--- config.mk ---
export PLATFORM = sky130hd
export DESIGN_NAME = vseg_access_seq
export DESIGN_NICKNAME = d
export VERILOG_FILES = /design/src/rtl/vseg_pkg.sv /design/src/rtl/vseg_geom.sv /design/src/rtl/vseg_mask_pick.sv /design/src/rtl/vseg_load_extend.sv /design/src/rtl/vseg_access_seq.sv
export SDC_FILE = /design/constraint.sdc
export NUM_CORES = 1
export LEC_CHECK = 0
export CAP_MARGIN = 10
export CORE_AREA = 8 8 190 192
export CTS_BUF_LIST = sky130_fd_sc_hd__clkbuf_8
export CTS_CLUSTER_DIAMETER = 150
export CTS_CLUSTER_SIZE = 14
export DETAILED_ROUTE_END_ITERATION = 8
export DIE_AREA = 0 0 198 200
export DONT_BUFFER_PORTS = 1
export PLACE_DENSITY_LB_ADDON = 0.25
export SETUP_SLACK_MARGIN = 0.5
export SKIP_LAST_GASP = 1
export SLEW_MARGIN = 20
export SYNTH_ARGS = -nofsm -noshare
export SYNTH_HDL_FRONTEND = slang
export SYNTH_SLANG_ARGS = --single-unit
--- constraint.sdc ---
create_clock -name clk -period 9.45 [get_ports clk]
set_input_delay 1.4175 -clock clk [delete_from_list [all_inputs] [get_ports clk]]
set_output_delay 1.4175 -clock clk [all_outputs]
set_load 0.01 [all_outputs]
--- src/rtl/vseg_pkg.sv ---
package vseg_pkg;
  typedef enum logic [3:0] {
    S_IDLE, S_SCAN, S_FETCH, S_LATCH, S_REQ, S_RSP, S_WRITE, S_TAIL, S_DONE
  } seq_state_t;

  // Mask covering 1<<code bytes of a 64-bit lane.
  function automatic logic [63:0] width_mask(input logic [1:0] code);
    case (code)
      2'd0:    return 64'h0000_0000_0000_00FF;
      2'd1:    return 64'h0000_0000_0000_FFFF;
      2'd2:    return 64'h0000_0000_FFFF_FFFF;
      default: return 64'hFFFF_FFFF_FFFF_FFFF;
    endcase
  endfunction
endpackage

--- src/rtl/vseg_geom.sv ---
module vseg_geom #(
  parameter int VLEN = 128,
  parameter int VL_W = $clog2(VLEN) + 1
) (
  input  logic [1:0]      sew_code,
  input  logic [1:0]      lmul_code,
  input  logic [2:0]      seg_m1,
  input  logic [1:0]      mem_size,
  output logic [VL_W-1:0] vmax,
  output logic [2:0]      mlen_log2,
  output logic [6:0]      seg_bytes
);
  localparam logic [VL_W-1:0] REG_BYTES = VL_W'(VLEN / 8);

  always_comb begin
    vmax      = (REG_BYTES << lmul_code) >> sew_code;
    mlen_log2 = 3'(sew_code) + 3'd3 - 3'(lmul_code);
    seg_bytes = (7'(seg_m1) + 7'd1) << mem_size;
  end
endmodule

--- src/rtl/vseg_mask_pick.sv ---
module vseg_mask_pick #(
  parameter int VLEN = 128,
  parameter int VL_W = $clog2(VLEN) + 1
) (
  input  logic [VLEN-1:0] mask_img,
  input  logic [VL_W-1:0] elem,
  input  logic [2:0]      mlen_log2,
  output logic            bit_on
);
  localparam int PW = VL_W + 7;
  localparam int MI_W = $clog2(VLEN);
  localparam logic [PW-1:0] LIMIT = PW'(VLEN);

  logic [PW-1:0] pos;

  always_comb begin
    pos    = PW'(elem) << mlen_log2;
    bit_on = (pos < LIMIT) ? mask_img[pos[MI_W-1:0]] : 1'b0;
  end
endmodule

--- src/rtl/vseg_load_extend.sv ---
module vseg_load_extend #(
  parameter int DATA_W = 64
) (
  input  logic [DATA_W-1:0] raw,
  input  logic [1:0]        mem_size,
  input  logic              sign_ext,
  input  logic [1:0]        sew_code,
  output logic [DATA_W-1:0] ext
);
  import vseg_pkg::*;

  logic [DATA_W-1:0] widened;

  always_comb begin
    case (mem_size)
      2'd0: widened = {{(DATA_W-8){sign_ext & raw[7]}}, raw[7:0]};
      2'd1: widened = {{(DATA_W-16){sign_ext & raw[15]}}, raw[15:0]};
      2'd2: widened = {{(DATA_W-32){sign_ext & raw[31]}}, raw[31:0]};
      default: widened = raw;
    endcase
    ext = widened & DATA_W'(width_mask(sew_code));
  end
endmodule

--- src/rtl/vseg_access_seq.sv ---
module vseg_access_seq #(
  parameter int ADDR_W = 32,
  parameter int VLEN   = 128,
  parameter int DATA_W = 64,
  parameter int VL_W   = $clog2(VLEN) + 1,
  parameter int IDX_W  = $clog2(8 * VLEN)
) (
  input  logic              clk,
  input  logic              rst,
  input  logic              start,
  input  logic [ADDR_W-1:0] base_addr,
  input  logic [VL_W-1:0]   vl,
  input  logic [1:0]        sew_code,
  input  logic [1:0]        lmul_code,
  input  logic [2:0]        seg_count_m1,
  input  logic              use_mask,
  input  logic [1:0]        mem_size,
  input  logic              load_signed,
  input  logic              is_store,
  input  logic [VLEN-1:0]   mask_bits,
  output logic              busy,
  output logic              done,
  output logic              mem_req_valid,
  input  logic              mem_req_ready,
  output logic [ADDR_W-1:0] mem_req_addr,
  output logic              mem_req_write,
  output logic [1:0]        mem_req_size,
  output logic [DATA_W-1:0] mem_req_wdata,
  input  logic              mem_rsp_valid,
  input  logic [DATA_W-1:0] mem_rsp_data,
  output logic              rf_rd_en,
  output logic [IDX_W-1:0]  rf_rd_idx,
  input  logic [DATA_W-1:0] rf_rd_data,
  output logic              rf_we,
  output logic [IDX_W-1:0]  rf_widx,
  output logic [DATA_W-1:0] rf_wdata
);
  import vseg_pkg::*;

  seq_state_t        state_q;
  logic [ADDR_W-1:0] addr_q;
  logic [VL_W-1:0]   vl_q, i_q;
  logic [1:0]        sew_q, lmul_q, msz_q;
  logic [2:0]        nf_q, k_q;
  logic              all_on_q, sgn_q, st_q;
  logic [VLEN-1:0]   mask_q;
  logic [IDX_W-1:0]  fbase_q;
  logic [DATA_W-1:0] wdata_q, ldata_q;

  logic [VL_W-1:0]   vmax;
  logic [2:0]        mlen_log2;
  logic [6:0]        seg_bytes;
  logic              mask_hit, elem_on, last_elem, has_tail;
  logic [IDX_W-1:0]  elem_idx, vmax_idx;
  logic [ADDR_W-1:0] step_bytes;
  logic [DATA_W-1:0] ext_data;
  seq_state_t        fin_state, adv_state;
  logic [VL_W-1:0]   adv_i;
  logic [2:0]        adv_k;
  logic [IDX_W-1:0]  adv_fbase;

  vseg_geom #(.VLEN(VLEN), .VL_W(VL_W)) geom_i (
    .sew_code(sew_q), .lmul_code(lmul_q), .seg_m1(nf_q), .mem_size(msz_q),
    .vmax(vmax), .mlen_log2(mlen_log2), .seg_bytes(seg_bytes)
  );

  vseg_mask_pick #(.VLEN(VLEN), .VL_W(VL_W)) mask_i (
    .mask_img(mask_q), .elem(i_q), .mlen_log2(mlen_log2), .bit_on(mask_hit)
  );

  vseg_load_extend #(.DATA_W(DATA_W)) ext_i (
    .raw(ldata_q), .mem_size(msz_q), .sign_ext(sgn_q), .sew_code(sew_q),
    .ext(ext_data)
  );

  always_comb begin
    elem_idx   = IDX_W'(i_q) + fbase_q;
    vmax_idx   = IDX_W'(vmax);
    step_bytes = ADDR_W'(1) << msz_q;
    elem_on    = all_on_q | mask_hit;
    last_elem  = (i_q + VL_W'(1)) == vl_q;
    has_tail   = !st_q && (vl_q != vmax);
    fin_state  = has_tail ? S_TAIL : S_DONE;
    // Next position after one field transfer completes.
    if (k_q == nf_q) begin
      adv_k     = 3'd0;
      adv_fbase = '0;
      adv_i     = last_elem ? vl_q : i_q + VL_W'(1);
      adv_state = last_elem ? fin_state : S_SCAN;
    end else begin
      adv_k     = k_q + 3'd1;
      adv_fbase = fbase_q + vmax_idx;
      adv_i     = i_q;
      adv_state = st_q ? S_FETCH : S_REQ;
    end
  end

  always_ff @(posedge clk) begin
    if (rst) begin
      state_q  <= S_IDLE;
      addr_q   <= '0;
      vl_q     <= '0;
      i_q      <= '0;
      k_q      <= '0;
      fbase_q  <= '0;
      sew_q    <= '0;
      lmul_q   <= '0;
      msz_q    <= '0;
      nf_q     <= '0;
      all_on_q <= 1'b0;
      sgn_q    <= 1'b0;
      st_q     <= 1'b0;
      mask_q   <= '0;
      wdata_q  <= '0;
      ldata_q  <= '0;
    end else begin
      case (state_q)
        S_IDLE: if (start) begin
          addr_q   <= base_addr;
          vl_q     <= vl;
          sew_q    <= sew_code;
          lmul_q   <= lmul_code;
          nf_q     <= seg_count_m1;
          all_on_q <= use_mask;
          msz_q    <= mem_size;
          sgn_q    <= load_signed;
          st_q     <= is_store;
          mask_q   <= mask_bits;
          i_q      <= '0;
          k_q      <= '0;
          fbase_q  <= '0;
          state_q  <= (vl == '0) ? S_DONE : S_SCAN;
        end
        S_SCAN: begin
          if (elem_on) begin
            state_q <= st_q ? S_FETCH : S_REQ;
          end else begin
            addr_q <= addr_q + ADDR_W'(seg_bytes);
            if (last_elem) begin
              i_q     <= vl_q;
              state_q <= fin_state;
            end else begin
              i_q <= i_q + VL_W'(1);
            end
          end
        end
        S_FETCH: state_q <= S_LATCH;
        S_LATCH: begin
          wdata_q <= rf_rd_data & DATA_W'(width_mask(msz_q));
          state_q <= S_REQ;
        end
        S_REQ: if (mem_req_ready) begin
          if (st_q) begin
            addr_q  <= addr_q + step_bytes;
            i_q     <= adv_i;
            k_q     <= adv_k;
            fbase_q <= adv_fbase;
            state_q <= adv_state;
          end else begin
            state_q <= S_RSP;
          end
        end
        S_RSP: if (mem_rsp_valid) begin
          ldata_q <= mem_rsp_data;
          state_q <= S_WRITE;
        end
        S_WRITE: begin
          addr_q  <= addr_q + step_bytes;
          i_q     <= adv_i;
          k_q     <= adv_k;
          fbase_q <= adv_fbase;
          state_q <= adv_state;
        end
        S_TAIL: begin
          if (i_q == vmax - VL_W'(1)) begin
            if (k_q == nf_q) begin
              state_q <= S_DONE;
            end else begin
              k_q     <= k_q + 3'd1;
              fbase_q <= fbase_q + vmax_idx;
              i_q     <= vl_q;
            end
          end else begin
            i_q <= i_q + VL_W'(1);
          end
        end
        S_DONE:  state_q <= S_IDLE;
        default: state_q <= S_IDLE;
      endcase
    end
  end

  always_comb begin
    busy          = (state_q != S_IDLE);
    done          = (state_q == S_DONE);
    mem_req_valid = (state_q == S_REQ);
    mem_req_addr  = addr_q;
    mem_req_write = st_q;
    mem_req_size  = msz_q;
    mem_req_wdata = st_q ? wdata_q : '0;
    rf_rd_en      = (state_q == S_FETCH);
    rf_rd_idx     = elem_idx;
    rf_we         = (state_q == S_WRITE) || (state_q == S_TAIL);
    rf_widx       = elem_idx;
    rf_wdata      = (state_q == S_TAIL) ? '0 : ext_data;
  end

  // request held unchanged while stalled
  p_req_hold_r9: assert property (@(posedge clk) disable iff (rst)
    mem_req_valid && !mem_req_ready |=> mem_req_valid && $stable(mem_req_addr)
      && $stable(mem_req_wdata) && $stable(mem_req_size) && $stable(mem_req_write));

  // empty operation finishes at once
  p_zero_vl_r4: assert property (@(posedge clk) disable iff (rst)
    start && !busy && (vl == '0) |=> done && !rf_we && !mem_req_valid);

  // done is a lone pulse with no traffic beside it
  p_done_pulse_r10: assert property (@(posedge clk) disable iff (rst)
    done |=> !done);
  p_done_quiet_r10: assert property (@(posedge clk) disable iff (rst)
    done |-> !mem_req_valid && !rf_we && !rf_rd_en);

  // no store data beyond the memory width
  p_store_narrow_r8: assert property (@(posedge clk) disable iff (rst)
    mem_req_valid && mem_req_write |->
      (mem_req_wdata & ~DATA_W'(width_mask(mem_req_size))) == '0);

  // written elements carry nothing above the element width
  p_load_width_r7: assert property (@(posedge clk) disable iff (rst)
    rf_we |-> (rf_wdata & ~DATA_W'(width_mask(sew_q))) == '0);

  // stores never write the register file
  p_store_no_write_r6: assert property (@(posedge clk) disable iff (rst)
    busy && st_q |-> !rf_we);
endmodule

==> results.txt, run 1 <==
Worst-Skew Late Latency - 0.62 ns
WL per Instance - 21.8 um
min-delay src - wdata_q[13]
fmax - 181 MHz
first-pass GRT wire length - 86400 um
Netlist cell types - 84
Initial Utilization - 52.5%
quantity of gates resized following cts - 0
Combinational Power Share - 41.0%
min cycle time layout - 5.53 ns
Detailed Route Iter0 Violations - 1358
Seq/Total Area, Yosys - 38.4%
P_int - 2500 uW
Post-synth EDFFs - 0
crit path kind - register to register
FF-to-FF Start - lmul_q[0]
kind of cell adding the most delay to the critical path - compound AO/OA/AOI/OAI gates
post-route clock skew - 0.0167 ns
RSZ-0062 raised after global routing - false
Post-Syn Area per Cell - 7.40 sq um
vias in the first global route - 15200
Net Count, Synth - 2693
critical path peak fanout - 26
Netlist Area Pre-Place - 0.0174 sq mm
Synth Flop Type - dfxtp_1
largest net degree at the start of global routing - 329
RR Endpoint - mem_req_addr[15]
worst hold path cell count - 2
# IOs - 501
hold crit path type - register to register
CTS H-tree lvls - 1
CTS root buf - clkbuf_8
clock share of power - 16.3%
CP Capture Type - register
R2R Setup Slk - 3.92 ns
Worst EP arrival - 6.00 ns
Layout Nets - 2540
CP bufs+invs - 1
port bufs - 0
r2r worst-path depth - 12
Die W - 198 um
Setup TNS - 0 ns
status - finished clean
Num CTS Buffers - 27
Synth top area share - 38.4%
DRC - 0
Synthesis Warnings - 0
most numerous cell in the Yosys netlist - nand2_1
CTS Hold Bufs - 0
Final Hold Vio Count - 0
final-report max-slew violation count - 0
ys async rst share - 0%
largest area contributor in the netlist - dfxtp_1
# Post-CTS Setup Buffers - 0
ANT nets after route - 0
Rows - 67
Startpoint Class - register
Sink Count - 333
Reg clk slew, reported paths - 0.11 ns
Mapped Cells - 2349
synth cell count leaders - nand2_1 (603), a21oi_1 (391), dfxtp_1 (333)
net switching power - 1960 uW
router iterations before antenna repair - 5
ratio of cells with drive above 1 in the final layout - 4.51%
Leakage - 0.00606 uW
worst vdd ir - 123 uV
GRT overflow - 0
CP peak stage delay - 0.93 ns
most area-consuming cells after synthesis - dfxtp_1 (38%), nand2_1 (13%), a21oi_1 (11%)
CTS tree - done
endpoints failing setup - 0
Net Sw Frac - 43.9%
final WL - 57600 um
die area - 0.0396 sq mm
initial antenna violation count - 1
slowest CP cell - fa_2
area growth from synthesis to layout - 1.71%
Worst path depth - 12
Via density - 6.09
Worst Path Required - 9.93 ns
crit path cell chain - inv_1 > ha_1 > fa_2 > mux2i_1 > o21ai_2 > mux4_4 > a2111oi_0 > nand3b_1 > and2_4 > a31oi_4 > nor2_1 > o21ai_0
vias - 16100
Die Ht - 200 um
core footprint - 0.0331 sq mm
Seq pwr share - 42.7%
fin crit share - 58.5%
#FFs+latches synth - 333
Worst-Margin Slew - 1.10 ns
PwrDens - 252 mW/mm^2
Worst Hold Path EP - wdata_q[13]
slew margin rel. - 26.3%
Max-Cap Viols - 0
Clock Tree Buf Depth - 3
worst hold slack - 0.450 ns
dpl hpwl - 41800 um
Tot GR Track Use - 27.1%
Final GP Congestion - 0.922
## worst reg2reg max path, cell delays in order (launching register included)
cell and delay, ns:
dfxtp_1 0.47, inv_1 0.10, ha_1 0.22, fa_2 0.93, mux2i_1 0.26, o21ai_2 0.79, mux4_4 0.57, a2111oi_0 0.41
nand3b_1 0.18, and2_4 0.19, a31oi_4 0.29, nor2_1 0.77, o21ai_0 0.19
## logic make-up (layout without fill, tap and decap cells)
family	Yosys count	count (layout)	share of synthesized area [%]
compound gates	624	624	21.1
xor+xnor	49	49	2.47
fa+ha+maj	32	32	2.46
buf+inv	236	83	5.72
flops	333	333	38.4
mux	40	40	2.96
other cells	0	1	0
simple gates	1035	1035	26.9
## per-stage QoR
stage | instance area (sq um) | instances | util [%] | setup slack [ns] | total power [uW]
5_1_grt | 17700 | 2645 | 53.4 | 3.58 | 4760
6_report | 17700 | 2645 | 53.4 | 3.92 | 4450
3_5_place_dp | 17300 | 2615 | 52.2 | 4.03 | 3730
3_3_place_gp | 17300 | 2614 | 52.1 | 4.22 | 3670
4_1_cts | 17700 | 2644 | 53.3 | 4.00 | 4450
2_1_floorplan | 17400 | 2349 | - | 5.58 | 3330
## power groups by stage
stage	Clock [uW]	Sequential [uW]	Combinational [uW]
after CTS	747	1900	1810
final	727	1900	1830
after global placement	0	1920	1750
after floorplan	0	1790	1540
after detailed placement	0	1930	1810
after global routing	797	1930	2030
## state kept, by name, summed over array words and instances (netlist names), 2 cells and up
| register | cells |
|---|---|
| fbase_q | 10 |
| state_q | 4 |
| k_q | 3 |
| wdata_q | 64 |
| nf_q | 3 |
| lmul_q | 2 |
| mem_req_addr | 32 |
| i_q | 8 |
| mem_req_size | 2 |
| mask_q | 128 |
| ldata_q | 64 |
| sew_q | 2 |
| vl_q | 8 |
## worst max path at each step
stage                             to  slack [ns]      start
finish              mem_req_addr[15]        3.92  lmul_q[0]
detailed placement  mem_req_addr[15]        4.03  lmul_q[1]
CTS                 mem_req_addr[15]        4.00  lmul_q[0]
global placement    mem_req_addr[15]        4.22  lmul_q[0]
global route        mem_req_addr[15]        3.58  lmul_q[0]
floorplan           mem_req_addr[20]        5.58  lmul_q[1]
## cell type report
class / count / area [sq um]
Clock inverter: 2 / 16.3
Sequential cell: 333 / 6670
Fill cell: 3230 / 15400
Antenna cell: 1 / 2.50
Multi-Input combinational cell: 1780 / 9780
Inverter: 37 / 139
Tap cell: 448 / 561
Timing Repair Buffer: 17 / 140
Clock buffer: 27 / 372
## per-layer routing
metal / global-route usage, % / part of all wire [%] / vias to the layer above
met5: 0 / 0 / -
met4: 10.2 / 4.2 / 0
li1: - / - / 7714
met1: 35.4 / 41 / 7538
met2: 42.8 / 46 / 739
met3: 6.94 / 9.6 / 122
## placed cells by master, fill, tap and decap left out, types with 8 or more instances in the layout
cell | netlist | final
nand2b_1 | 15 | 15
or2_2 | 13 | 12
a21o_1 | 11 | 11
nor3_1 | 51 | 51
nand3_1 | 89 | 88
nand2_1 | 603 | 601
a31oi_1 | 9 | 9
xnor2_1 | 34 | 34
nor4_1 | 14 | 12
o22ai_1 | 10 | 10
xor2_1 | 15 | 15
o31ai_1 | 10 | 10
ha_1 | 27 | 27
nor2_1 | 84 | 81
inv_1 | 37 | 37
o21a_1 | 42 | 42
nand4_1 | 12 | 12
a211oi_1 | 9 | 9
dfxtp_1 | 333 | 331
and2_1 | 76 | 76
nor2b_1 | 14 | 14
and3_1 | 15 | 14
or3_1 | 11 | 11
a311oi_1 | 9 | 9
o21bai_1 | 8 | 8
buf_4 | 11 | 16
o21ai_0 | 50 | 49
mux2i_1 | 29 | 29
clkbuf_8 | 0 | 27
o211ai_1 | 18 | 18
a21oi_1 | 391 | 390
Note: power is estimated with default switching activity, not from simulation.
==> run 2: changes to the inputs <==
==> constraint.sdc (replaced) <==
create_clock -name clk -period 5.5 [get_ports clk]
set_input_delay 0.825 -clock clk [delete_from_list [all_inputs] [get_ports clk]]
set_output_delay 0.825 -clock clk [all_outputs]
set_load 0.01 [all_outputs]
==> results.txt, run 2 (synthesized netlist as in run 1, its figures left out) <==
slew margin rel. - 13.6% (-13 points)
Rows - 67 (unchanged)
area growth from synthesis to layout - 2.72%
dpl ws - 0.333 ns (-3.70 ns)
post-route design area - 0.0179 sq mm (+1.0%)
Leakage - 0.00615 uW (+1.6%)
Layout Nets - 2559 (+0.75%)
die area - 0.0396 sq mm (unchanged)
Max Used Layer - met5
core footprint - 0.0331 sq mm (unchanged)
multi-input logic area - 0.00981 sq mm (+0.29%)
Tot GR Track Use - 26.8% (-0.24 points)
met3 wire len - 5250 um (-5.4%)
CTS H-tree lvls - 1 (unchanged)
min cycle time layout - 4.71 ns (-0.819 ns)
Die W - 198 um (unchanged)
Post-Layout Cell Count - 2664 (+0.72%)
final-report max-slew violation count - 0 (unchanged)
most frequent cells in the layout - nand2_1 (601), a21oi_1 (390), dfxtp_1 (331), nand3_1 (88), nor2_1 (80)
critical path peak fanout - 16 (-38%)
router iterations before antenna repair - 8 (+3)
commonest non-fill, non-tap cell in the layout - nand2_1
Max-Cap Viols - 0 (unchanged)
PwrDens - 438 mW/mm^2 (+74%)
post-route clock skew - 0.0230 ns (+0.00634 ns)
final WL - 57600 um (about the same)
CP peak stage delay - 0.65 ns (-0.28 ns)
Worst-Skew Late Latency - 0.60 ns (-0.02 ns)
fmax - 212 MHz (+17%)
Worst EP arrival - 5.14 ns (-0.86 ns)
WL met1 - 24000 um (+2.7%)
fin crit share - 85.6% (+27 points)
endpoints failing setup - 0 (unchanged)
Final Hold Vio Count - 0 (unchanged)
largest net degree at the start of global routing - 329 (unchanged)
first-pass GRT wire length - 86500 um (+0.12%)
ratio of cells with drive above 1 in the final layout - 5.51% (+1.0 points)
GRT overflow - 0 (unchanged)
Startpoint Class - register
routed wl met2 - 26500 um (+0.75%)
Worst-Margin Slew - 1.30 ns (+0.198 ns)
largest registers - mask_q: 128 flops, ldata_q: 64 flops, wdata_q: 64 flops
RSZ-0062 raised after global routing - false
Inst Count DP - 2628 (+0.50%)
CP Capture Type - register
worst vdd ir - 297 uV (+140%)
Setup TNS - 0 ns (unchanged)
hold crit path type - input port to register
crit path kind - register to register
Die Ht - 200 um (unchanged)
CTS Hold Bufs - 0 (unchanged)
initial antenna violation count - 2 (+1)
CP bufs+invs - 3 (+2)
max reg flops - 128 (unchanged)
Final GP Congestion - 0.943 (+2.3%)
# IOs - 501 (unchanged)
kind of cell adding the most delay to the critical path - simple AND/OR/NAND/NOR gates
WL per Instance - 21.6 um (-0.76%)
CTS tree - done
Final Worst Setup Slack - 0.794 ns (-3.13 ns)
Via density - 6.06 (-0.44%)
crit path cell chain - inv_1 > ha_2 > fa_2 > nor4b_4 > buf_4 > mux4_1 > nand3_1 > and4_1 > a31oi_1 > a41oi_2 > a31oi_4 > buf_12 > nor2_2 > a211oi_1
DRC - 0 (unchanged)
Sink Count - 333 (unchanged)
slowest CP cell - fa_2
Clock Tree Buf Depth - 3 (unchanged)
ANT nets after route - 0 (unchanged)
worst hold slack - 0.285 ns (-0.166 ns)
Num CTS Buffers - 27 (unchanged)
vias - 16200 (+0.27%)
Initial Utilization - 52.5% (unchanged)
Reg clk slew, reported paths - 0.11 ns (about the same)
dpl hpwl - 41900 um (+0.30%)
CTS root buf - clkbuf_8
area post-placement - 0.0174 sq mm (+0.55%)
vias in the first global route - 15100 (-0.70%)
port bufs - 0 (unchanged)
register area - 0.00667 sq mm (unchanged)
status - finished clean
Fillers - 3246 (+0.50%)
Detailed Route Iter0 Violations - 1440 (+6.0%)
Worst Path Required - 5.93 ns (-4.00 ns)
Largest Register - mask_q
run 2: cell count changes in the layout (fill, tap and decap cells not counted), sizes merged:
| cell | before | now |
|---|---|---|
| nor3b | 8 | 9 |
| buf | 17 | 35 |
run 2: through the flow:
| stage | total power (uW) | utilization, % |
|---|---|---|
| 2_1_floorplan | 5720 | - |
| 3_3_place_gp | 6380 | 52.5 |
| 3_5_place_dp | 6470 | 52.5 |
| 4_1_cts | 7700 | 53.6 |
| 5_1_grt | 8330 | 53.9 |
| 6_report | 7820 | 53.9 |
run 2: worst paths after layout:
kind,from,to,slack (ns),cells after the start
setup / recovery,lmul_q[0],mem_req_addr[19],0.79,14
hold / removal,rst,mem_req_addr[17],0.28,1
setup reg to reg,lmul_q[0],mem_req_addr[19],0.79,14
hold reg to reg,wdata_q[22],wdata_q[22],0.45,2
run 2: repair_timing:
action	in CTS	in global routing
buffers inserted	0	5
setup endpoints to repair	12	39
cloned	0	1
pin swaps	0	3
gates resized for setup	2	5
run 2: metal layers:
layer	global-route usage, %	vias up
met3	6.27	117
met1	35.3	7563
met2	43.5	725
li1	-	7750
met4	8.02	2
met5	0	-
run 2: power by group:
group / internal (uW) / switching, uW
registers: 2790 / 466
logic: 1180 / 2140
clock network: 445 / 800
total: 4420 / 3400
run 2: cell type report:
| cell class | count | area share (%) |
|---|---|---|
| antenna | 1 | 0.0140 |
| tap | 448 | 3.14 |
| inverter | 37 | 0.778 |
| clock inverter | 2 | 0.0911 |
| sequential | 333 | 37.4 |
| multi-input combinational | 1781 | 54.9 |
| clock buffer | 27 | 2.08 |
| timing repair buffer | 35 | 1.61 |
